`config.mk`:
```
export PLATFORM = sky130hd
export DESIGN_NAME = cla2_adder
export DESIGN_NICKNAME = d
export VERILOG_FILES = /design/src/rtl/cla_pkg.sv /design/src/rtl/cla_lookahead.sv /design/src/rtl/cla_group.sv /design/src/rtl/cla2_adder.sv
export SDC_FILE = /design/constraint.sdc
export NUM_CORES = 1
export LEC_CHECK = 0
export BUFFER_PORTS_ARGS = -buffer_cell sky130_fd_sc_hd__clkbuf_2
export CORE_MARGIN = 10
export CORE_UTILIZATION = 45
export DETAILED_ROUTE_END_ITERATION = 7
export PLACE_DENSITY = 0.82
export REMOVE_ABC_BUFFERS = 1
export SYNTH_ARGS = -nofsm -noshare
export SYNTH_HDL_FRONTEND = slang
export SYNTH_SLANG_ARGS = --single-unit
export TNS_END_PERCENT = 30
```
`constraint.sdc`:
```
create_clock -name vclk -period 1.49
set_input_delay 0 -clock vclk [all_inputs]
set_output_delay 0 -clock vclk [all_outputs]
set_load 0.03 [all_outputs]
```
`src/rtl/cla_pkg.sv`:
```
package cla_pkg;
  localparam int unsigned GROUP_W    = 4;
  localparam int unsigned NUM_GROUPS = 4;
  localparam int unsigned DATA_W     = GROUP_W * NUM_GROUPS;
endpackage

```
`src/rtl/cla_lookahead.sv`:
```
// Flat sum-of-products lookahead over N generate/propagate pairs.
// c_o[k] is the carry into position k (c_o[0] is the incoming carry).
module cla_lookahead #(
  parameter int unsigned N = 4
) (
  input  logic [N-1:0] g_i,
  input  logic [N-1:0] p_i,
  input  logic         c_i,
  output logic [N-1:0] c_o,
  output logic         g_o,
  output logic         p_o
);

  always_comb begin
    c_o[0] = c_i;
    for (int k = 1; k < int'(N); k++) begin
      logic acc;
      logic term;
      // term carried in from c_i through p[0..k-1]
      term = c_i;
      for (int m = 0; m < k; m++) term = term & p_i[m];
      acc = term;
      // term generated at j, propagated through p[j+1..k-1]
      for (int j = 0; j < k; j++) begin
        term = g_i[j];
        for (int m = j + 1; m < k; m++) term = term & p_i[m];
        acc = acc | term;
      end
      c_o[k] = acc;
    end
  end

  always_comb begin
    logic acc;
    logic term;
    acc = 1'b0;
    for (int j = 0; j < int'(N); j++) begin
      term = g_i[j];
      for (int m = j + 1; m < int'(N); m++) term = term & p_i[m];
      acc = acc | term;
    end
    g_o = acc;
  end

  assign p_o = &p_i;

endmodule

```
`src/rtl/cla_group.sv`:
```
// One lookahead group: bit g/p, group carries, group G/P and sum.
module cla_group #(
  parameter int unsigned W = 4
) (
  input  logic [W-1:0] a_i,
  input  logic [W-1:0] b_i,
  input  logic         c_i,
  output logic [W-1:0] sum_o,
  output logic         g_o,
  output logic         p_o
);

  logic [W-1:0] bit_g;
  logic [W-1:0] bit_p;
  logic [W-1:0] bit_x;
  logic [W-1:0] bit_c;

  assign bit_g = a_i & b_i;
  assign bit_p = a_i | b_i;
  // propagate uses OR, so the half-sum needs its own XOR
  assign bit_x = a_i ^ b_i;

  cla_lookahead #(.N(W)) i_look (
    .g_i (bit_g),
    .p_i (bit_p),
    .c_i (c_i),
    .c_o (bit_c),
    .g_o (g_o),
    .p_o (p_o)
  );

  assign sum_o = bit_x ^ bit_c;

endmodule

```
`src/rtl/cla2_adder.sv`:
```
module cla2_adder
  import cla_pkg::*;
#(
  parameter int unsigned GW = GROUP_W,
  parameter int unsigned NG = NUM_GROUPS,
  localparam int unsigned DW = GW * NG
) (
  input  logic [DW-1:0] a_i,
  input  logic [DW-1:0] b_i,
  input  logic          ci_i,
  output logic [DW-1:0] sum_o,
  output logic          co_o,
  output logic          grp_g_o,
  output logic          grp_p_o
);

  logic [NG-1:0] blk_g;
  logic [NG-1:0] blk_p;
  logic [NG-1:0] blk_c;

  for (genvar gi = 0; gi < NG; gi++) begin : g_grp
    cla_group #(.W(GW)) i_grp (
      .a_i   (a_i[gi*GW +: GW]),
      .b_i   (b_i[gi*GW +: GW]),
      .c_i   (blk_c[gi]),
      .sum_o (sum_o[gi*GW +: GW]),
      .g_o   (blk_g[gi]),
      .p_o   (blk_p[gi])
    );
  end

  // second level: carry into each group from group G/P
  cla_lookahead #(.N(NG)) i_top_look (
    .g_i (blk_g),
    .p_i (blk_p),
    .c_i (ci_i),
    .c_o (blk_c),
    .g_o (grp_g_o),
    .p_o (grp_p_o)
  );

  assign co_o = grp_g_o | (grp_p_o & ci_i);

endmodule

```
==> impl_metrics.env, run 1 <==
export IMPL_status="finished with violations"
export IMPL_violations="setup timing"
export IMPL_nClkBuffers=0
export IMPL_die_x_um=72.3
export IMPL_hold_violations=0
export IMPL_start_util=0.483
export IMPL_fillCellCount=152
export IMPL_seq_cells=0
export IMPL_powerDensity_nw_per_um2=500
export IMPL_fmax_ghz=0.536
export IMPL_ys_types=44
export IMPL_die_h_um=72.3
export IMPL_mostFrequentLayoutCell="buf_4"
export IMPL_route_antenna_remaining_nets=0
export IMPL_dp_cells=284
export IMPL_rsz0062_at_grt="yes"
export IMPL_arrival_ns=1.87
export IMPL_port_buffers=52
export IMPL_slew_headroom=0.736
export IMPL_fin_ws_ns=-0.375
export IMPL_mostFrequentLayoutCells="buf_4 (44), inv_1 (36), clkbuf_2 (34)"
export IMPL_final_util=0.848
export IMPL_leakage_uw=0.00117
export IMPL_maxSlewViolCount=0
export IMPL_cap_viol_max_count=0
export IMPL_tightestPinTransition_ns=0.391
export IMPL_core_area_um2=2540
export IMPL_syn_inst=165
export IMPL_synth_area_top_cells="ha_1 (33%), inv_1 (12%), fa_1 (6.5%)"
export IMPL_grt_pass1_vias=1585
export IMPL_insertedDiodeCount=0
export IMPL_drive_gt1_frac=0.529
export IMPL_dp_slack_ns=-0.515
export IMPL_yosys_warnings=0
export IMPL_grt_pass1_wl_um=6490
export IMPL_grt_overflow_total=0
export IMPL_drt_iter0_drc=56
export IMPL_drt_first_pass_iters=5
export IMPL_rows=18
export IMPL_io_pins=52
export IMPL_hold_class="input port to output port"
export IMPL_yosysSeqAreaShare=0
export IMPL_grt_max_degree=7
export IMPL_cp_end_kind="output port"
export IMPL_wl_um=4380
export IMPL_worstSetupStartpointType="input port"
export IMPL_crit_required_ns=1.49
export IMPL_vias=1507
export IMPL_syn_area_um2=1230
export IMPL_peakVddDrop_v=0.000436
export IMPL_seq_area_um2=0
export IMPL_totalPowerFinal_uw=1080
export IMPL_wire_per_inst_um=15.1
export IMPL_path_class="input port to output port"
export IMPL_design_die_area_um2=5220
export IMPL_place_congestion=0.813
export IMPL_cp_max_fo=3
export IMPL_fin_crit_ns=1.87
export IMPL_fin_cells=289
export IMPL_final_setup_viol_count=14
export IMPL_synth_top_cell_by_area="ha_1"
export IMPL_dp_hpwl_um=2970
export IMPL_antenna_found_initial=0
export IMPL_synth_top_cell_area_share=0.326
export IMPL_period_share=1.25
export IMPL_vias_per_cell=5.21
export IMPL_grt_usage=0.143
export IMPL_synth_area_per_cell_um2=7.45
export IMPL_min_path_cells=3
export IMPL_synthToLayoutAreaGrowth_pct=75.5
export IMPL_setup_tns_final_ns=-3.45
export IMPL_fin_nets=330
export IMPL_drc_errors=0
## routing by layer
layer / up-vias / wire length (µm) / track usage
li1: 737 / - / -
met1: 709 / 1550 / 0.127
met2: 53 / 2410 / 0.307
met3: 8 / 286 / 0.0340
met4: 0 / 125 / 0.0280
met5: - / 0 / 0
## kinds of logic after synthesis
| group | Yosys count | synth area share |
|---|---|---|
| XOR/XNOR | 8 | 0.0570 |
| adder cells (fa/ha/maj) | 36 | 0.391 |
| AO/OA/AOI/OAI | 35 | 0.221 |
| multiplexers | 1 | 0.00915 |
| buffers and inverters | 41 | 0.125 |
| AND/OR/NAND/NOR | 44 | 0.197 |
## report_power, final
group          leakage (µW)  switching [µW]  internal, µW  total, µW
clock network             0               0             0          0
registers                 0               0             0          0
logic               0.00117             571           507       1080
## timing repair
action | CTS | global route
gates resized for setup | 61 | 27
hold buffers | 0 | 0
pin swaps | 17 | 13
setup buffers | 3 | 2
endpoints found under the setup margin | 15 | 16
## metrics by stage
stage | instance area, µm² | hold slack (ns)
floorplan | 1230 | 0.257
global placement | 1810 | 0.482
detailed placement | 1810 | 0.490
CTS | 2080 | 0.473
global route | 2160 | 0.476
finish | 2160 | 0.462
## cell type report
type | count | area, µm² | area share
Timing Repair Buffer | 94 | 721 | 0.334
Multi-Input combinational cell | 124 | 1230 | 0.570
Inverter | 41 | 169 | 0.0783
Tap cell | 30 | 37.5 | 0.0174
## Yosys cell counts (3+ instances only)
cell type  count
nand2_1        5
o21ai_0        3
a21oi_1        9
fa_1           4
nor2_1        13
inv_1         40
xnor2_1        4
nand2b_1       3
nor3_1         3
xor2_1         4
ha_1          32
o21bai_1       3
nor2b_1        5
## worst max-delay path: stages
cell	delay, ns
clkbuf_16	0.14
clkinv_8	0.04
ha_4	0.15
inv_4	0.05
buf_6	0.11
a221o_1	0.39
o21ai_2	0.21
nand2_2	0.10
fa_2	0.55
buf_8	0.12
## worst paths after layout
| kind | start | endpoint |
|---|---|---|
| setup / recovery | a_i[3] | sum_o[8] |
| hold / removal | a_i[4] | sum_o[4] |
Power figures use the tool's default switching activity.
==> run 2: changes to the inputs <==
==> constraint.sdc (replaced) <==
create_clock -name vclk -period 1.49
set_input_delay 0 -clock vclk [all_inputs]
set_output_delay 0 -clock vclk [all_outputs]
set_load 0.1 [all_outputs]
==> run 2 against run 1 <==
  * The flow now stops in 5_1_grt
  * Area after synthesis is the same
  * Synthesized cell count unchanged
==> impl_metrics.env, run 2 <==
export IMPL_synth_simple_area_share=0.197
export IMPL_port_buffers=52
export IMPL_worst_endpoint="sum_o[9]"
export IMPL_yosysSeqAreaShare=0
export IMPL_synth_top_family_by_area="adder cells"
export IMPL_synth_commonest_cells="inv_1 (40), ha_1 (32), nor2_1 (13), a21oi_1 (9)"
export IMPL_synthAdderAreaFrac=0.391
export IMPL_synth_top_cell_by_area="ha_1"
export IMPL_ys_types=44
export IMPL_start_util=0.483
export IMPL_synth_compound_area_frac=0.221
export IMPL_haltStage="5_1_grt"
export IMPL_io_pins=52
export IMPL_syn_inst=165
export IMPL_yosysMostFrequentCell="inv_1"
export IMPL_die_h_um=72.3
export IMPL_status="stopped before the end"
export IMPL_synthXorXnorAreaFrac=0.0570
export IMPL_synth_area_per_cell_um2=7.45
export IMPL_synth_area_mux_share=0.00916
export IMPL_postCtsHoldBufs=0
export IMPL_syn_area_um2=1230
export IMPL_synth_top_cell_area_share=0.326
export IMPL_dp_hpwl_um=3330
export IMPL_endpoint_type="primary output"
export IMPL_die_x_um=72.3
export IMPL_error="[ERROR DPL-0038] Utilization greater than 100%, impossible to legalize"
export IMPL_synth_area_top_cells="ha_1 (33%), inv_1 (12%), fa_1 (6.5%)"
export IMPL_rows=18
export IMPL_place_congestion=0.762
export IMPL_yosys_warnings=0
export IMPL_grt_max_degree=6
[run 2: cell counts after synthesis]
Identical to the previous run, type by type.
[run 2: cell families after synthesis]
logic type / count (synthesis)
AND/OR/NAND/NOR: 44
buffers and inverters: 41
adder cells (fa/ha/maj): 36
AO/OA/AOI/OAI: 35
XOR/XNOR: 8
multiplexers: 1
[run 2: repair_timing]
| action | 4_1_cts |
|---|---|
| endpoints found under the setup margin | 17 |
| pin swaps | 15 |
| cloned | 0 |
| buffers inserted | 3 |
| gates resized for setup | 43 |
[run 2: stage by stage]
stage                     setup TNS [ns]  setup slack, ns  hold slack, ns  instance area, µm²  cells
after floorplan                   -16.45            -1.62           0.545                1230    165
after global placement             -4.69           -0.568           0.517                2120    289
after detailed placement           -5.54           -0.640           0.526                2120    289
after CTS                          -3.76           -0.427           0.528                2330    292
==> run 3: changes to the inputs <==
Settings changed: CORE_UTILIZATION 45 to 30, PLACE_DENSITY 0.82 to default, PLACE_DENSITY_LB_ADDON from default to 0.15.
Clock period 1.49 ns to 1.95 ns, I/O delays scaled along.
==> run 3 against run 2 <==
  * The run now ends clean
==> impl_metrics.env, run 3 (synthesis results as in run 1) <==
export IMPL_rows=23
export IMPL_drt_first_pass_iters=4
export IMPL_mostFrequentLayoutCell="inv_1"
export IMPL_tightestPinTransition_ns=0.548
export IMPL_io_pins=52
export IMPL_cp_end_kind="output port"
export IMPL_grt_overflow_total=0
export IMPL_grt_usage=0.0888
export IMPL_synthToLayoutAreaGrowth_pct=79.1
export IMPL_grt_pass1_vias=1300
export IMPL_mostFrequentLayoutCells="inv_1 (35), clkbuf_2 (34), buf_4 (34)"
export IMPL_cp_max_fo=3
export IMPL_path_class="input port to output port"
export IMPL_antenna_found_initial=0
export IMPL_grt_pass1_wl_um=5750
export IMPL_wire_per_inst_um=11.0
export IMPL_wl_um=3330
export IMPL_insertedDiodeCount=0
export IMPL_cp_cell_sequence="clkbuf_2 -> ha_2 -> buf_4 -> a221o_1 -> o21ai_2 -> nand2_2 -> fa_2 -> xor2_2 -> buf_12"
export IMPL_crit_required_ns=1.95
export IMPL_fin_crit_ns=1.94
export IMPL_maxSlewViolCount=0
export IMPL_leakage_uw=0.00118
export IMPL_design_die_area_um2=7060
export IMPL_die_x_um=84.0
export IMPL_drive_gt1_frac=0.478
export IMPL_seq_area_um2=0
export IMPL_peakVddDrop_v=0.000468
export IMPL_rsz0062_at_grt="yes"
export IMPL_critPathTopFamily="adder cells"
export IMPL_nClkBuffers=0
export IMPL_seq_cells=0
export IMPL_post_cts_setup_buffers=0
export IMPL_grt_max_degree=6
export IMPL_slowest_stage="fa_2"
export IMPL_vias=1343
export IMPL_core_area_um2=3970
export IMPL_final_setup_viol_count=0
export IMPL_hold_violations=0
export IMPL_dp_cells=303
export IMPL_drt_iter0_drc=20
export IMPL_powerDensity_nw_per_um2=608
export IMPL_vias_per_cell=4.43
export IMPL_crit_path_max_incr_delay_ns=0.41
export IMPL_port_buffers=52
export IMPL_route_antenna_remaining_nets=0
export IMPL_slew_headroom=0.636
export IMPL_fmax_ghz=0.515
export IMPL_hold_class="input port to output port"
export IMPL_fin_cells=303
export IMPL_fin_nets=324
export IMPL_setup_tns_final_ns=0
export IMPL_fillCellCount=384
export IMPL_start_util=0.310
export IMPL_die_h_um=84.0
export IMPL_arrival_ns=1.94
export IMPL_worstSetupStartpointType="input port"
export IMPL_place_congestion=0.770
export IMPL_cap_viol_max_count=0
export IMPL_crit_buf_inv=3
export IMPL_period_share=0.995
export IMPL_final_util=0.555
export IMPL_status="completed"
export IMPL_dp_hpwl_um=2980
export IMPL_drc_errors=0
-- run 3: area by class of cell --
type                            instances  area (µm²)  area share
Multi-Input combinational cell        124        1190       0.539
Inverter                               41         159      0.0721
Tap cell                               50        62.6      0.0284
Timing Repair Buffer                   88         795       0.361
-- run 3: power breakdown --
| group | switching [µW] | internal [µW] | total, µW |
|---|---|---|---|
| clock | 0 | 0 | 0 |
| sequential | 0 | 0 | 0 |
| combinational | 846 | 493 | 1340 |
-- run 3: worst min-delay path, stage by stage --
cell,delay (ns)
clkbuf_2,0.09
inv_1,0.05
ha_1,0.13
xor2_1,0.09
buf_12,0.17
-- run 3: routing by layer --
layer  global-route usage  vias to the layer above  part of all wire
li1                     -                      723                 -
met1                0.114                      585              0.44
met2                0.154                       35              0.50
met3               0.0205                        0             0.062
met4                    0                        0                 0
met5                    0                        -                 0
-- run 3: final timing paths --
kind   start       end  slack, ns  cells past startpoint
min   b_i[5]  sum_o[5]       0.53                      5
max   a_i[2]  sum_o[9]      0.009                      9
-- run 3: metrics by stage --
step | hold WS, ns | total power (µW) | setup WS, ns | cell area, µm²
final | 0.527 | 1340 | 0.00908 | 2200
after global routing | 0.542 | 1410 | -0.0783 | 2200
after CTS | 0.527 | 1320 | -0.0200 | 2100
after detailed placement | 0.524 | 1300 | -0.180 | 2060
after global placement | 0.517 | 1300 | -0.158 | 2060
after floorplan | 0.545 | 826 | -1.16 | 1230
-- run 3: repair_timing --
| action | in CTS | in global routing |
|---|---|---|
| pin swaps | 5 | 12 |
| hold buffers | 0 | 0 |
| cloned | 0 | 0 |
| resized for setup | 9 | 26 |
| setup endpoints to repair | 4 | 8 |
==> run 4: changes to the inputs <==
Settings changed: CORE_AREA from default to 10 10 71 73, CORE_MARGIN 10 to default, CORE_UTILIZATION 30 to default, DIE_AREA from default to 0 0 81 83.
==> run 4 against run 3 <==
  * Count of clock-buffer cells in the layout unchanged
  * Flip-flop and latch count is the same
  * Combinational power about the same
  * First-iteration DRC count decreased by 5.0%
  * Global-route usage up 0.52 points
  * Final cell count grew 0.33%
  * Via count shrank 0.82%
  * Routed wire length down 2.7%
  * Utilization grew 5.4 points
==> impl_metrics.env, run 4 (synthesis results as in run 1) <==
export IMPL_maxSlewViolCount=0
export IMPL_route_antenna_remaining_nets=0
export IMPL_drt_iter0_drc=19
export IMPL_grt_pass1_wl_um=5660
export IMPL_final_setup_viol_count=0
export IMPL_dp_slack_ns=-0.129
export IMPL_insertedDiodeCount=0
export IMPL_grt_max_degree=7
export IMPL_crit_path_max_incr_delay_ns=0.38
export IMPL_worstSetupStartpointType="input port"
export IMPL_hold_violations=0
export IMPL_die_x_um=81
export IMPL_cp_end_kind="output port"
export IMPL_rows=22
export IMPL_grt_pass1_vias=1357
export IMPL_drt_first_pass_iters=4
export IMPL_core_area_um2=3630
export IMPL_crit_required_ns=1.95
export IMPL_fin_ws_ns=0.0923
export IMPL_port_buffers=52
export IMPL_fmax_ghz=0.538
export IMPL_cp_max_fo=3
export IMPL_seq_area_um2=0
export IMPL_setup_tns_final_ns=0
export IMPL_slowest_stage="fa_2"
export IMPL_nClkBuffers=0
export IMPL_dp_cells=302
export IMPL_fin_crit_ns=1.86
export IMPL_postCtsHoldBufs=0
export IMPL_synthToLayoutAreaGrowth_pct=79.9
export IMPL_drc_errors=0
export IMPL_totalPowerFinal_uw=1340
export IMPL_crit_path_end="sum_o[9]"
export IMPL_wire_per_inst_um=10.7
export IMPL_die_h_um=83
export IMPL_tightestPinTransition_ns=0.549
export IMPL_io_pins=52
export IMPL_design_die_area_um2=6720
export IMPL_peakVddDrop_v=0.000352
export IMPL_status="completed"
export IMPL_vias=1332
export IMPL_path_class="input port to output port"
export IMPL_powerDensity_nw_per_um2=608
export IMPL_place_congestion=0.749
export IMPL_antenna_found_initial=0
export IMPL_mostFrequentLayoutCells="buf_4 (38), inv_1 (35), clkbuf_2 (34)"
export IMPL_cap_viol_max_count=0
export IMPL_wl_um=3240
export IMPL_dp_hpwl_um=2990
export IMPL_leakage_uw=0.00119
export IMPL_slew_headroom=0.636
export IMPL_grt_overflow_total=0
export IMPL_mostFrequentLayoutCell="buf_4"
export IMPL_rsz0062_at_grt="yes"
export IMPL_period_share=0.953
export IMPL_cp_cell_sequence="clkbuf_2 -> ha_1 -> buf_4 -> a221o_1 -> o21ai_2 -> nand2_2 -> fa_2 -> xor2_2 -> buf_12"
export IMPL_fin_cells=304
export IMPL_fin_nets=327
export IMPL_crit_start="a_i[1]"
export IMPL_hold_class="input port to output port"
export IMPL_seq_cells=0
export IMPL_start_util=0.338
export IMPL_arrival_ns=1.86
export IMPL_vias_per_cell=4.38
export IMPL_grt_usage=0.0940
export IMPL_drive_gt1_frac=0.480
-- run 4: worst min-delay path by stage --
stage / start / end / cells past startpoint
finish: ci_i / co_o / 4
global route: ci_i / co_o / 4
CTS: ci_i / co_o / 4
detailed placement: ci_i / co_o / 4
global placement: ci_i / co_o / 4
floorplan: ci_i / sum_o[0] / 3
-- run 4: timing repair --
item | CTS | global route
endpoints found under the setup margin | 4 | 9
resized for setup | 8 | 23
pin swaps | 4 | 16
buffers inserted | 0 | 2
-- run 4: per-layer routing --
metal  routed length [µm]  global-route usage  vias up  part of all wire
met5                    0                   0        -                 0
met4                    0             0.00156        0                 0
met3                  250              0.0216        0             0.077
met2                 1650               0.169       31              0.51
met1                 1340               0.115      578              0.41
li1                     -                   -      723                 -
-- run 4: worst max-delay path, delay by kind of cell --
family,cells,cell delay [ns]
adder cells (fa/ha/maj),2,0.62
AO/OA/AOI/OAI,2,0.50
buffers and inverters,3,0.44
XOR/XNOR,1,0.20
AND/OR/NAND/NOR,1,0.09
-- run 4: layout make-up --
type,instances,area (µm²)
timing repair buffer,91,815
multi-input combinational,124,1180
fill,341,1420
inverter,41,154
tap,48,60.1
-- run 4: stage by stage --
step	hold WS, ns	utilization	cell area (µm²)
floorplan	0.545	-	1230
global placement	0.450	0.569	2070
detailed placement	0.447	0.569	2070
CTS	0.455	0.581	2110
global route	0.489	0.609	2210
finish	0.456	0.609	2210
-- run 4: where the power goes --
group / internal (µW) / switching (µW)
clock: 0 / 0
sequential: 0 / 0
combinational: 500 / 844
total: 500 / 844
